--- src/rtl/lsd_pkg.sv ---
package lsd_pkg;
    typedef enum logic [2:0] {
        S_ONHOOK  = 3'd0,
        S_SETTLE  = 3'd1,
        S_CAPTURE = 3'd2,
        S_MONITOR = 3'd3,
        S_CONFIRM = 3'd4,
        S_RELEASE = 3'd5
    } lsd_state_t;
endpackage

--- src/rtl/lsd_avg.sv ---
module lsd_avg #(
    parameter int DATA_W   = 8,
    parameter int AVG_LOG2 = 2
) (
    input  logic              clk,
    input  logic              rst_n,
    input  logic              clr,
    input  logic              take,
    input  logic [DATA_W-1:0] code,
    output logic              done,
    output logic [DATA_W-1:0] mean
);
    localparam int ACC_W = DATA_W + AVG_LOG2;
    localparam int GRP   = 1 << AVG_LOG2;

    logic [AVG_LOG2-1:0] cnt_q;
    logic [ACC_W-1:0]    acc_q;
    logic [ACC_W-1:0]    sum;

    assign sum  = acc_q + ACC_W'(code);
    assign done = take && (&cnt_q);
    assign mean = DATA_W'(sum >> AVG_LOG2);

    always_ff @(posedge clk) begin
        if (!rst_n || clr) begin
            cnt_q <= '0;
            acc_q <= '0;
        end else if (take) begin
            if (&cnt_q) begin
                cnt_q <= '0;
                acc_q <= '0;
            end else begin
                cnt_q <= cnt_q + 1'b1;
                acc_q <= sum;
            end
        end
    end

    // a partial sum never exceeds GRP-1 full-scale codes
    p_acc_bound_r4: assert property (@(posedge clk) disable iff (!rst_n)
        acc_q <= ACC_W'((GRP - 1) * ((1 << DATA_W) - 1)));

    // without a strobe or clear the group does not move
    p_hold_r5: assert property (@(posedge clk) disable iff (!rst_n)
        (!take && !clr) |=> ($stable(cnt_q) && $stable(acc_q)));
endmodule

--- src/rtl/lsd_ctrl.sv ---
module lsd_ctrl
    import lsd_pkg::*;
#(
    parameter int DATA_W     = 8,
    parameter int SETTLE_CNT = 4
) (
    input  logic              clk,
    input  logic              rst_n,
    input  logic              smp_vld,
    input  logic [DATA_W-1:0] smp_code,
    input  logic              off_hook,
    input  logic [DATA_W-1:0] busy_thresh,
    input  logic [DATA_W-1:0] trig_margin,
    input  logic [DATA_W-1:0] pickup_margin,
    input  logic              grp_done,
    input  logic [DATA_W-1:0] grp_mean,
    output logic              grp_clr,
    output logic              grp_take,
    output logic              line_busy,
    output logic              line_free,
    output logic              pickup
);
    localparam int SC_W = (SETTLE_CNT < 2) ? 1 : $clog2(SETTLE_CNT + 1);

    lsd_state_t        state_q, state_d;
    logic [SC_W-1:0]   settle_q;
    logic [DATA_W-1:0] ref_q;
    logic              hook_chg;
    logic              trig_hit;
    logic              drop_hit;

    assign hook_chg = off_hook ? (state_q == S_ONHOOK) : (state_q != S_ONHOOK);
    assign grp_clr  = hook_chg;
    assign grp_take = smp_vld && !hook_chg &&
                      (state_q == S_ONHOOK || state_q == S_CAPTURE || state_q == S_CONFIRM);
    assign trig_hit = ({1'b0, smp_code} + {1'b0, trig_margin}) < {1'b0, ref_q};
    assign drop_hit = ({1'b0, grp_mean} + {1'b0, pickup_margin}) < {1'b0, ref_q};

    always_comb begin
        state_d = state_q;
        if (hook_chg) begin
            state_d = off_hook ? S_SETTLE : S_ONHOOK;
        end else begin
            unique case (state_q)
                S_ONHOOK:  state_d = S_ONHOOK;
                S_SETTLE:  if (smp_vld && settle_q == SC_W'(SETTLE_CNT - 1)) state_d = S_CAPTURE;
                S_CAPTURE: if (grp_done) state_d = S_MONITOR;
                S_MONITOR: if (smp_vld && trig_hit) state_d = S_CONFIRM;
                S_CONFIRM: if (grp_done) state_d = drop_hit ? S_RELEASE : S_MONITOR;
                S_RELEASE: state_d = S_RELEASE;
                default:   state_d = S_ONHOOK;
            endcase
        end
    end

    always_ff @(posedge clk) begin
        if (!rst_n) state_q <= S_ONHOOK;
        else        state_q <= state_d;
    end

    always_ff @(posedge clk) begin
        if (!rst_n) begin
            settle_q  <= '0;
            ref_q     <= '0;
            line_busy <= 1'b0;
            line_free <= 1'b0;
            pickup    <= 1'b0;
        end else if (hook_chg) begin
            settle_q  <= '0;
            ref_q     <= '0;
            line_busy <= 1'b0;
            line_free <= 1'b0;
            pickup    <= 1'b0;
        end else begin
            unique case (state_q)
                S_ONHOOK: if (grp_done) begin
                    line_busy <= (grp_mean < busy_thresh);
                    line_free <= !(grp_mean < busy_thresh);
                end
                S_SETTLE: if (smp_vld) begin
                    settle_q <= (settle_q == SC_W'(SETTLE_CNT - 1)) ? '0 : settle_q + 1'b1;
                end
                S_CAPTURE: if (grp_done) ref_q <= grp_mean;
                S_MONITOR: ;
                S_CONFIRM: if (grp_done && drop_hit) pickup <= 1'b1;
                S_RELEASE: ;
                default: ;
            endcase
        end
    end

    // the two on-hook verdicts never both hold
    p_verdict_excl_r2: assert property (@(posedge clk) disable iff (!rst_n)
        !(line_busy && line_free));

    // off-hook suppresses the on-hook verdicts from the next edge on
    p_offhook_quiet_r6: assert property (@(posedge clk) disable iff (!rst_n)
        off_hook |=> (!line_busy && !line_free));

    // on-hook clears pickup from the next edge on
    p_pickup_clear_r9: assert property (@(posedge clk) disable iff (!rst_n)
        !off_hook |=> !pickup);

    // pickup only rises on an accepted code
    p_pickup_rise_r8: assert property (@(posedge clk) disable iff (!rst_n)
        $rose(pickup) |-> $past(smp_vld));

    // idle on-hook cycles keep the verdicts
    p_idle_hold_r5: assert property (@(posedge clk) disable iff (!rst_n)
        (!smp_vld && !off_hook) |=> ($stable(line_busy) && $stable(line_free)));
endmodule

--- src/rtl/line_sense_top.sv ---
module line_sense_top #(
    parameter int DATA_W     = 8,
    parameter int AVG_LOG2   = 2,
    parameter int SETTLE_CNT = 4
) (
    input  logic              clk,
    input  logic              rst_n,
    input  logic              smp_vld,
    input  logic [DATA_W-1:0] smp_code,
    input  logic              off_hook,
    input  logic [DATA_W-1:0] busy_thresh,
    input  logic [DATA_W-1:0] trig_margin,
    input  logic [DATA_W-1:0] pickup_margin,
    output logic              line_busy,
    output logic              line_free,
    output logic              pickup
);
    logic              grp_clr;
    logic              grp_take;
    logic              grp_done;
    logic [DATA_W-1:0] grp_mean;

    lsd_avg #(
        .DATA_W  (DATA_W),
        .AVG_LOG2(AVG_LOG2)
    ) u_avg (
        .clk  (clk),
        .rst_n(rst_n),
        .clr  (grp_clr),
        .take (grp_take),
        .code (smp_code),
        .done (grp_done),
        .mean (grp_mean)
    );

    lsd_ctrl #(
        .DATA_W    (DATA_W),
        .SETTLE_CNT(SETTLE_CNT)
    ) u_ctrl (
        .clk          (clk),
        .rst_n        (rst_n),
        .smp_vld      (smp_vld),
        .smp_code     (smp_code),
        .off_hook     (off_hook),
        .busy_thresh  (busy_thresh),
        .trig_margin  (trig_margin),
        .pickup_margin(pickup_margin),
        .grp_done     (grp_done),
        .grp_mean     (grp_mean),
        .grp_clr      (grp_clr),
        .grp_take     (grp_take),
        .line_busy    (line_busy),
        .line_free    (line_free),
        .pickup       (pickup)
    );
endmodule

--- config.mk ---
export PLATFORM = sky130hd
export DESIGN_NAME = line_sense_top
export DESIGN_NICKNAME = d
export VERILOG_FILES = /design/src/rtl/lsd_pkg.sv /design/src/rtl/lsd_avg.sv /design/src/rtl/lsd_ctrl.sv /design/src/rtl/line_sense_top.sv
export SDC_FILE = /design/constraint.sdc
export NUM_CORES = 1
export LEC_CHECK = 0
export BUFFER_PORTS_ARGS = -buffer_cell sky130_fd_sc_hd__buf_2
export CAP_MARGIN = 20
export CORE_MARGIN = 1
export CORE_UTILIZATION = 53
export DETAILED_ROUTE_END_ITERATION = 12
export PLACE_DENSITY = 0.83
export SYNTH_ARGS = -nofsm -noshare
export SYNTH_HDL_FRONTEND = slang
export SYNTH_SLANG_ARGS = --single-unit
--- constraint.sdc ---
create_clock -name clk -period 3.5 [get_ports clk]
set_input_delay 0.35 -clock clk [delete_from_list [all_inputs] [get_ports clk]]
set_output_delay 0.35 -clock clk [all_outputs]
set_load 0.05 [all_outputs]
==> results of run 1 <==
critical path: cells and delay by family (launching register included):
family	cells	cell delay (ns)
AOI/OAI and AO/OA	7	1.51
adders and majority gates	3	0.87
and+or+nand+nor	5	0.60
DFF	1	0.39
xor gates and xnor gates	2	0.29
muxes	1	0.14
registers in the layout, indices dropped and copies added (netlist names):
signal,flops
u_avg.acc_q,10
u_ctrl.ref_q,8
u_ctrl.settle_q,3
u_ctrl.state_q,3
u_avg.cnt_q,2
u_ctrl.line_busy,1
u_ctrl.line_free,1
u_ctrl.pickup,1
final cells by class:
cell class                 count  area (um^2)
clock buffer                   6         72.6
clock inverter                 2         10.0
fill                         371         1320
inverter                      26         97.6
multi-input combinational    273         2170
sequential                    29          582
tap                           67         83.8
timing repair buffer          85          551
power by group:
group	total (W)	switching (W)	leakage, nW	internal (W)
Combinational	0.000479	0.000240	1.38	0.000239
Sequential	0.000342	0.00000682	0.235	0.000335
Clock	0.000274	0.000137	0.0450	0.000138
placed cells by master, fill, tap and decap left out, types with 3 or more instances in the layout:
master	netlist	final
nand2_1	28	28
ha_1	49	46
buf_4	1	45
xor2_1	9	6
xor2_2	0	3
o21ai_0	14	12
nand3b_1	4	4
inv_1	26	23
a21oi_1	29	26
a211oi_1	6	6
nor3_1	11	11
ha_4	0	3
xnor2_2	0	3
nor2_1	31	29
nand4_1	5	5
o21a_1	8	8
buf_2	3	38
a22oi_1	4	4
nor2b_1	4	3
clkbuf_8	0	5
inv_2	0	3
a21o_1	7	7
xnor2_1	13	10
nand3_1	4	4
a21oi_2	0	3
dfxtp_1	29	28
nand2b_1	3	3
logic make-up after synthesis:
| kind of cell | synth area share [%] |
|---|---|
| adder cells (fa/ha/maj) | 24.4 |
| AO/OA/AOI/OAI | 23.0 |
| multiplexers | 0.770 |
| AND/OR/NAND/NOR | 18.3 |
| flip-flops | 21.0 |
| XOR/XNOR | 6.97 |
| buffers and inverters | 5.57 |
routing by layer:
layer  GRT usage [%]  vias to the layer above  wire (um)
li1                -                     1375          -
met1            35.7                     1323       3240
met2            53.3                      101       3850
met3            6.50                       19        466
met4            11.8                        0        154
met5               0                        -          0
cell usage after synthesis, drive strengths merged, types with 2 or more instances:
cell type  number
nor3b           2
xnor2          13
xor2            9
o21ai          14
a31oi           3
a21oi          29
o21a            8
o31ai           2
clkbuf          5
o2111ai         2
fa              3
nand3b          4
a32o            2
and3            3
a211oi          6
nand2          28
buf             6
nor3           11
nand4           5
ha             49
inv            26
nand3           5
nor2b           4
or2             2
nand2b          3
a22o            2
a211o           2
a22oi           4
dfxtp          29
a21o            7
a21boi          2
a2111oi         2
nor2           31
repair_timing:
action / 4_1_cts / 5_1_grt
buffers inserted: 6 / 1
resized for setup: 22 / 1
endpoints found under the setup margin: 3 / 3
pin swaps: 24 / 1
worst paths after layout:
kind         cells after the start                 to  slack, ns        startpoint
max reg2reg                     18  u_ctrl.state_q[1]      -0.35    u_avg.acc_q[1]
min                              3  u_ctrl.state_q[0]       0.32             rst_n
max                             18  u_ctrl.state_q[1]      -0.35    u_avg.acc_q[1]
min reg2reg                      2   u_ctrl.line_busy       0.46  u_ctrl.line_busy
through the flow:
| stage | total power [W] | cells | worst slack [ns] | utilization (%) |
|---|---|---|---|---|
| 6_report | 0.00110 | 488 | -0.354 | 73.1 |
| 5_1_grt | 0.00116 | 488 | -0.549 | 73.1 |
| 4_1_cts | 0.00108 | 487 | -0.243 | 72.6 |
| 3_5_place_dp | 0.000775 | 474 | -0.551 | 68.1 |
| 3_3_place_gp | 0.000752 | 474 | -0.392 | 68.1 |
| 2_1_floorplan | 0.000622 | 339 | -0.195 | - |
==> metrics, run 1 <==
status finished with violations; failing checks setup timing; Worst-path clk slew 0.07 ns; Avg WL per Cell 15.8 um; Skew-Pair Late Insertion Delay 0.29 ns; Syn Inst Count 339; global-route wire length before repair 12,500 um; Routed Antenna Nets 0; Core Box Area 4880 um^2; cts hold-fix bufs 0; Sink Count 29; antenna violations before repair 0; yosys warns 0; Die Area 5500 um^2; CTS tree yes; FMAX 259 MHz; port bufs 38; Top Ports 39; grt total ovfl 0; post-synth top area share 22.2%; Max Slew Vio Count 0; RSZ-0062 raised after global routing true; ys async rst share 0%; DP HPWL 5690 um; post-layout min period 3.85 ns; Worst Hold Class input port to register; CP arrival 4.08 ns; vias in the first global route 2,814; DIE HEIGHT 74.2 um; CTS max path bufs 2; Yosys reg bits 29; setup TNS -0.885 ns; Critical Path RT 3.72 ns; cts bufs inserted 5; post-DR vias/cell 5.77; Slowest cell on crit path dfxtp_1; Mapped Nets 427; final-report hold violation count 0; final instance area 3560 um^2; Max stage delay on crit path 0.39 ns; Post-layout nets 508; # diodes 0; Leak Pwr 1.66 nW; sequential share of the synthesized area 21.0%; Worst-Margin Slew 0.631 ns; fin worst setup slack -0.354 ns; crit-path cells ha_1 > a211oi_1 > nor2_1 > o21a_1 > nor2_2 > xnor2_2 > ha_1 > a21oi_2 > nand2_1 > a31oi_1 > xnor2_1 > ha_1 > o21a_1 > nand3_1 > o31a_1 > and3_4 > a211o_1 > mux2i_1; Initial Utilization 56.6%; Area contributors post-synth ha_1 (22%), dfxtp_1 (21%), a21oi_1 (5.3%), nor2_1 (4.2%), xnor2_1 (4.1%); initial drt markers 200; clock root buffer clkbuf_8; final setup vio count 3; worst vdd ir 0.246 mV; Post-synth EDFFs 0; Top FF cell, synth dfxtp_1; Synth area leader ha_1; kind of critical path register to register; Pre-antenna DRT Iters 4; H-tree depth 2; share of cells above drive strength 1 29.5%; Cell Area, Placed 3320 um^2; largest net degree at the start of global routing 25; most used cell along the critical path ha_1; startpoint types register; Mapped Area 2760 um^2; max_slew headroom 57.9%; Total Wirelength 7710 um; max_cap viols 0; CP endpoint kind register; Worst Hold Slack 0.316 ns; Cell Pwr Density 307 nW/um^2; crit-path max FO 3; Via Count 2,818; synth unique cells 54; Die Wd 74.2 um; Syn Area/Cell 8.15 um^2; Placer Congestion 0.918; Final Skew 0.0108 ns; final period utilization 110%; Residual DRC 0; GRT Overall Usage 30.2%; row cnt 25; P&R area growth vs syn 29.0%
Note: power is estimated with default switching activity, not from simulation.
==> inputs of run 2 (changes only) <==
Settings changed: CELL_PAD_IN_SITES_DETAIL_PLACEMENT from default to 0, CELL_PAD_IN_SITES_GLOBAL_PLACEMENT from default to 1, CORE_UTILIZATION 53 to 39, PLACE_DENSITY 0.83 to 0.82.
==> run 2 against run 1 <==
Against the previous run:
- the flow still finishes with violations (setup timing)
- via count decreased by 2.9%
- critical path depth rose by 4
- power rose by 4.5%
- critical endpoint is now u_ctrl.pickup
- combinational power grew 10%
- die area increased by 35%
- wire length down 3.7%
- first-iteration DRC count decreased by 41%
- clock skew fell by 0.0053 ns
- core utilization shrank 17 points
- largest cell class unchanged
==> metrics, run 2 (same netlist as run 1, synthesis figures left out) <==
largest net degree at the start of global routing 20 (-20%); RSZ-0062 raised after global routing true; Critical Path RT 3.71 ns (about the same); status finished with violations; cts bufs inserted 5 (unchanged); Worst-Margin Slew 0.682 ns (+0.0505 ns); Combinational Power Share 46.1% (+2.4 points); Top Ports 39 (unchanged); FMAX 270 MHz (+3.9%); clock share of power 24.1% (-0.9 points); Placed Cells 507 (+7.0%); Layout Cells excl Fill 539 (+10%); top flop regs u_avg.acc_q (10), u_ctrl.ref_q (8); register name with the most flops u_avg.acc_q; grt total ovfl 0 (unchanged); max reg flops 10 (unchanged); Post-layout nets 530 (+4.3%); Final Skew 0.00549 ns (-0.00533 ns); Switching Share 34.6% (-0.50 points); kind of critical path register to register; final setup vio count 3 (unchanged); CTS max path bufs 2 (unchanged); Initial Utilization 40.4% (-16 points); Skew-Pair Late Insertion Delay 0.29 ns (about the same); clock root buffer clkbuf_8; most common cell after layout, fill and taps aside buf_4; Seq pwr share 29.9% (-1.3 points); antenna violations before repair 0 (unchanged); post-DR vias/cell 5.08 (-12%); Leak Pwr 1.78 nW (+7.2%); GRT Overall Usage 22.0% (-8.2 points); failing checks setup timing; post-layout min period 3.71 ns (-0.145 ns); Max Slew Vio Count 0 (unchanged); P&R area growth vs syn 39.4%; Die Area 7420 um^2 (+35%); Int Pwr 0.000749 W (+5.3%); Core Box Area 6830 um^2 (+40%); Residual DRC 0 (unchanged); Placer Congestion 0.939 (+2.3%); max_slew headroom 54.5% (-3.4 points); fin worst setup slack -0.209 ns (+0.145 ns); Cell Area, Placed 3390 um^2 (+2.0%); initial drt markers 119 (-41%); CP arrival 3.92 ns (-0.16 ns); switching pwr 0.000396 W (+3.0%); worst vdd ir 0.171 mV (-30%); H-tree depth 2 (unchanged); DP HPWL 5830 um (+2.6%); global-route wire length before repair 12,800 um (+2.7%); final-report hold violation count 0 (unchanged); CP endpoint kind register; final period utilization 106% (-4.1 points); row cnt 30 (+20%); crit-path max FO 2 (-1); Via Count 2,737 (-2.9%); Worst Hold Class input port to register; port bufs 38 (unchanged); Avg WL per Cell 13.8 um (-13%); final core occ 56.4% (-17 points); final instance area 3850 um^2 (+8.0%); vias in the first global route 2,809 (-0.18%); CTS tree yes; Worst-path clk slew 0.07 ns (about the same); max_cap viols 0 (unchanged); commonest cells after routing, fill and taps aside buf_4 (64), ha_1 (46), buf_2 (38); Pre-antenna DRT Iters 4 (unchanged); Sink Count 29 (unchanged); startpoint types register; path depth of the worst reg2reg path 22 (+4); Cell Pwr Density 297 nW/um^2 (-3.3%); DIE HEIGHT 86.2 um (+16%); # diodes 0 (unchanged); Total Wirelength 7430 um (-3.7%); Routed Antenna Nets 0 (unchanged); share of cells above drive strength 1 35.0% (+5.5 points); worst hold stages 3 (unchanged); Die Wd 86.2 um (+16%)
==> run 2: cell count changes in the layout (fill, tap and decap cells not counted), sizes merged <==
cell,previous run,this run
clkinvlp,0,1
buf,85,107
clkbuf,6,5
==> run 2: critical path: stages (launching register included) <==
cell,delay (ns)
dfxtp_2,0.35
ha_4,0.13
inv_2,0.04
fa_2,0.37
nor2b_2,0.15
o21a_1,0.14
nor2_2,0.05
xnor2_2,0.14
ha_1,0.33
buf_6,0.13
nand3b_1,0.10
nand2_2,0.09
a31oi_4,0.21
xnor2_2,0.13
ha_1,0.24
o21a_1,0.12
buf_4,0.13
a22oi_2,0.10
o31a_1,0.17
and3_4,0.20
buf_6,0.09
a41oi_2,0.09
nor2_1,0.12
==> run 2: cell type report <==
| type | count | area (um^2) |
|---|---|---|
| sequential | 29 | 582 |
| inverter | 26 | 97.6 |
| timing repair buffer | 107 | 727 |
| multi-input combinational | 273 | 2240 |
| tap | 96 | 120 |
| fill | 636 | 2980 |
| clock buffer | 5 | 68.8 |
| clock inverter | 3 | 17.5 |
==> run 2: path summary, 6_finish.rpt <==
kind	from	to	slack, ns
worst min register to register	u_ctrl.line_busy	u_ctrl.line_busy	0.45
worst min-delay path	rst_n	u_ctrl.state_q[0]	0.33
worst max register to register	u_avg.acc_q[0]	u_ctrl.pickup	-0.21
worst max-delay path	u_avg.acc_q[0]	u_ctrl.pickup	-0.21
==> run 2: stage by stage <==
stage          hold WS, ns  worst slack (ns)  setup TNS, ns  power [W]
4_1_cts              0.323            -0.266         -0.917    0.00111
3_3_place_gp         0.441            -0.391         -0.980   0.000764
3_5_place_dp         0.446            -0.464          -1.15   0.000776
2_1_floorplan        0.436            -0.195         -0.335   0.000622
6_report             0.325            -0.209         -0.467    0.00114
5_1_grt              0.328            -0.476          -1.18    0.00124
==> run 2: repair_timing <==
action                                  in CTS  in global routing
endpoints found under the setup margin       3                  4
setup buffers                               25                  6
endpoints found under the hold margin        0                  0
resized for setup                           12                 25
hold buffers                                 0                  0
pin swaps                                   18                 21
==> run 2: layer usage <==
layer	routed length [um]	track usage [%]	vias up
li1	-	-	1422
met1	3610	29.0	1252
met2	3410	37.5	51
met3	286	3.56	12
met4	114	5.30	0
met5	0	0	-
==> run 2: power by group through the flow <==
stage	logic, W	clock network, W	registers [W]
finish	0.000527	0.000275	0.000342
global route	0.000596	0.000298	0.000343
detailed placement	0.000427	0	0.000349
floorplan	0.000277	0	0.000345
CTS	0.000495	0.000278	0.000342
global placement	0.000415	0	0.000349
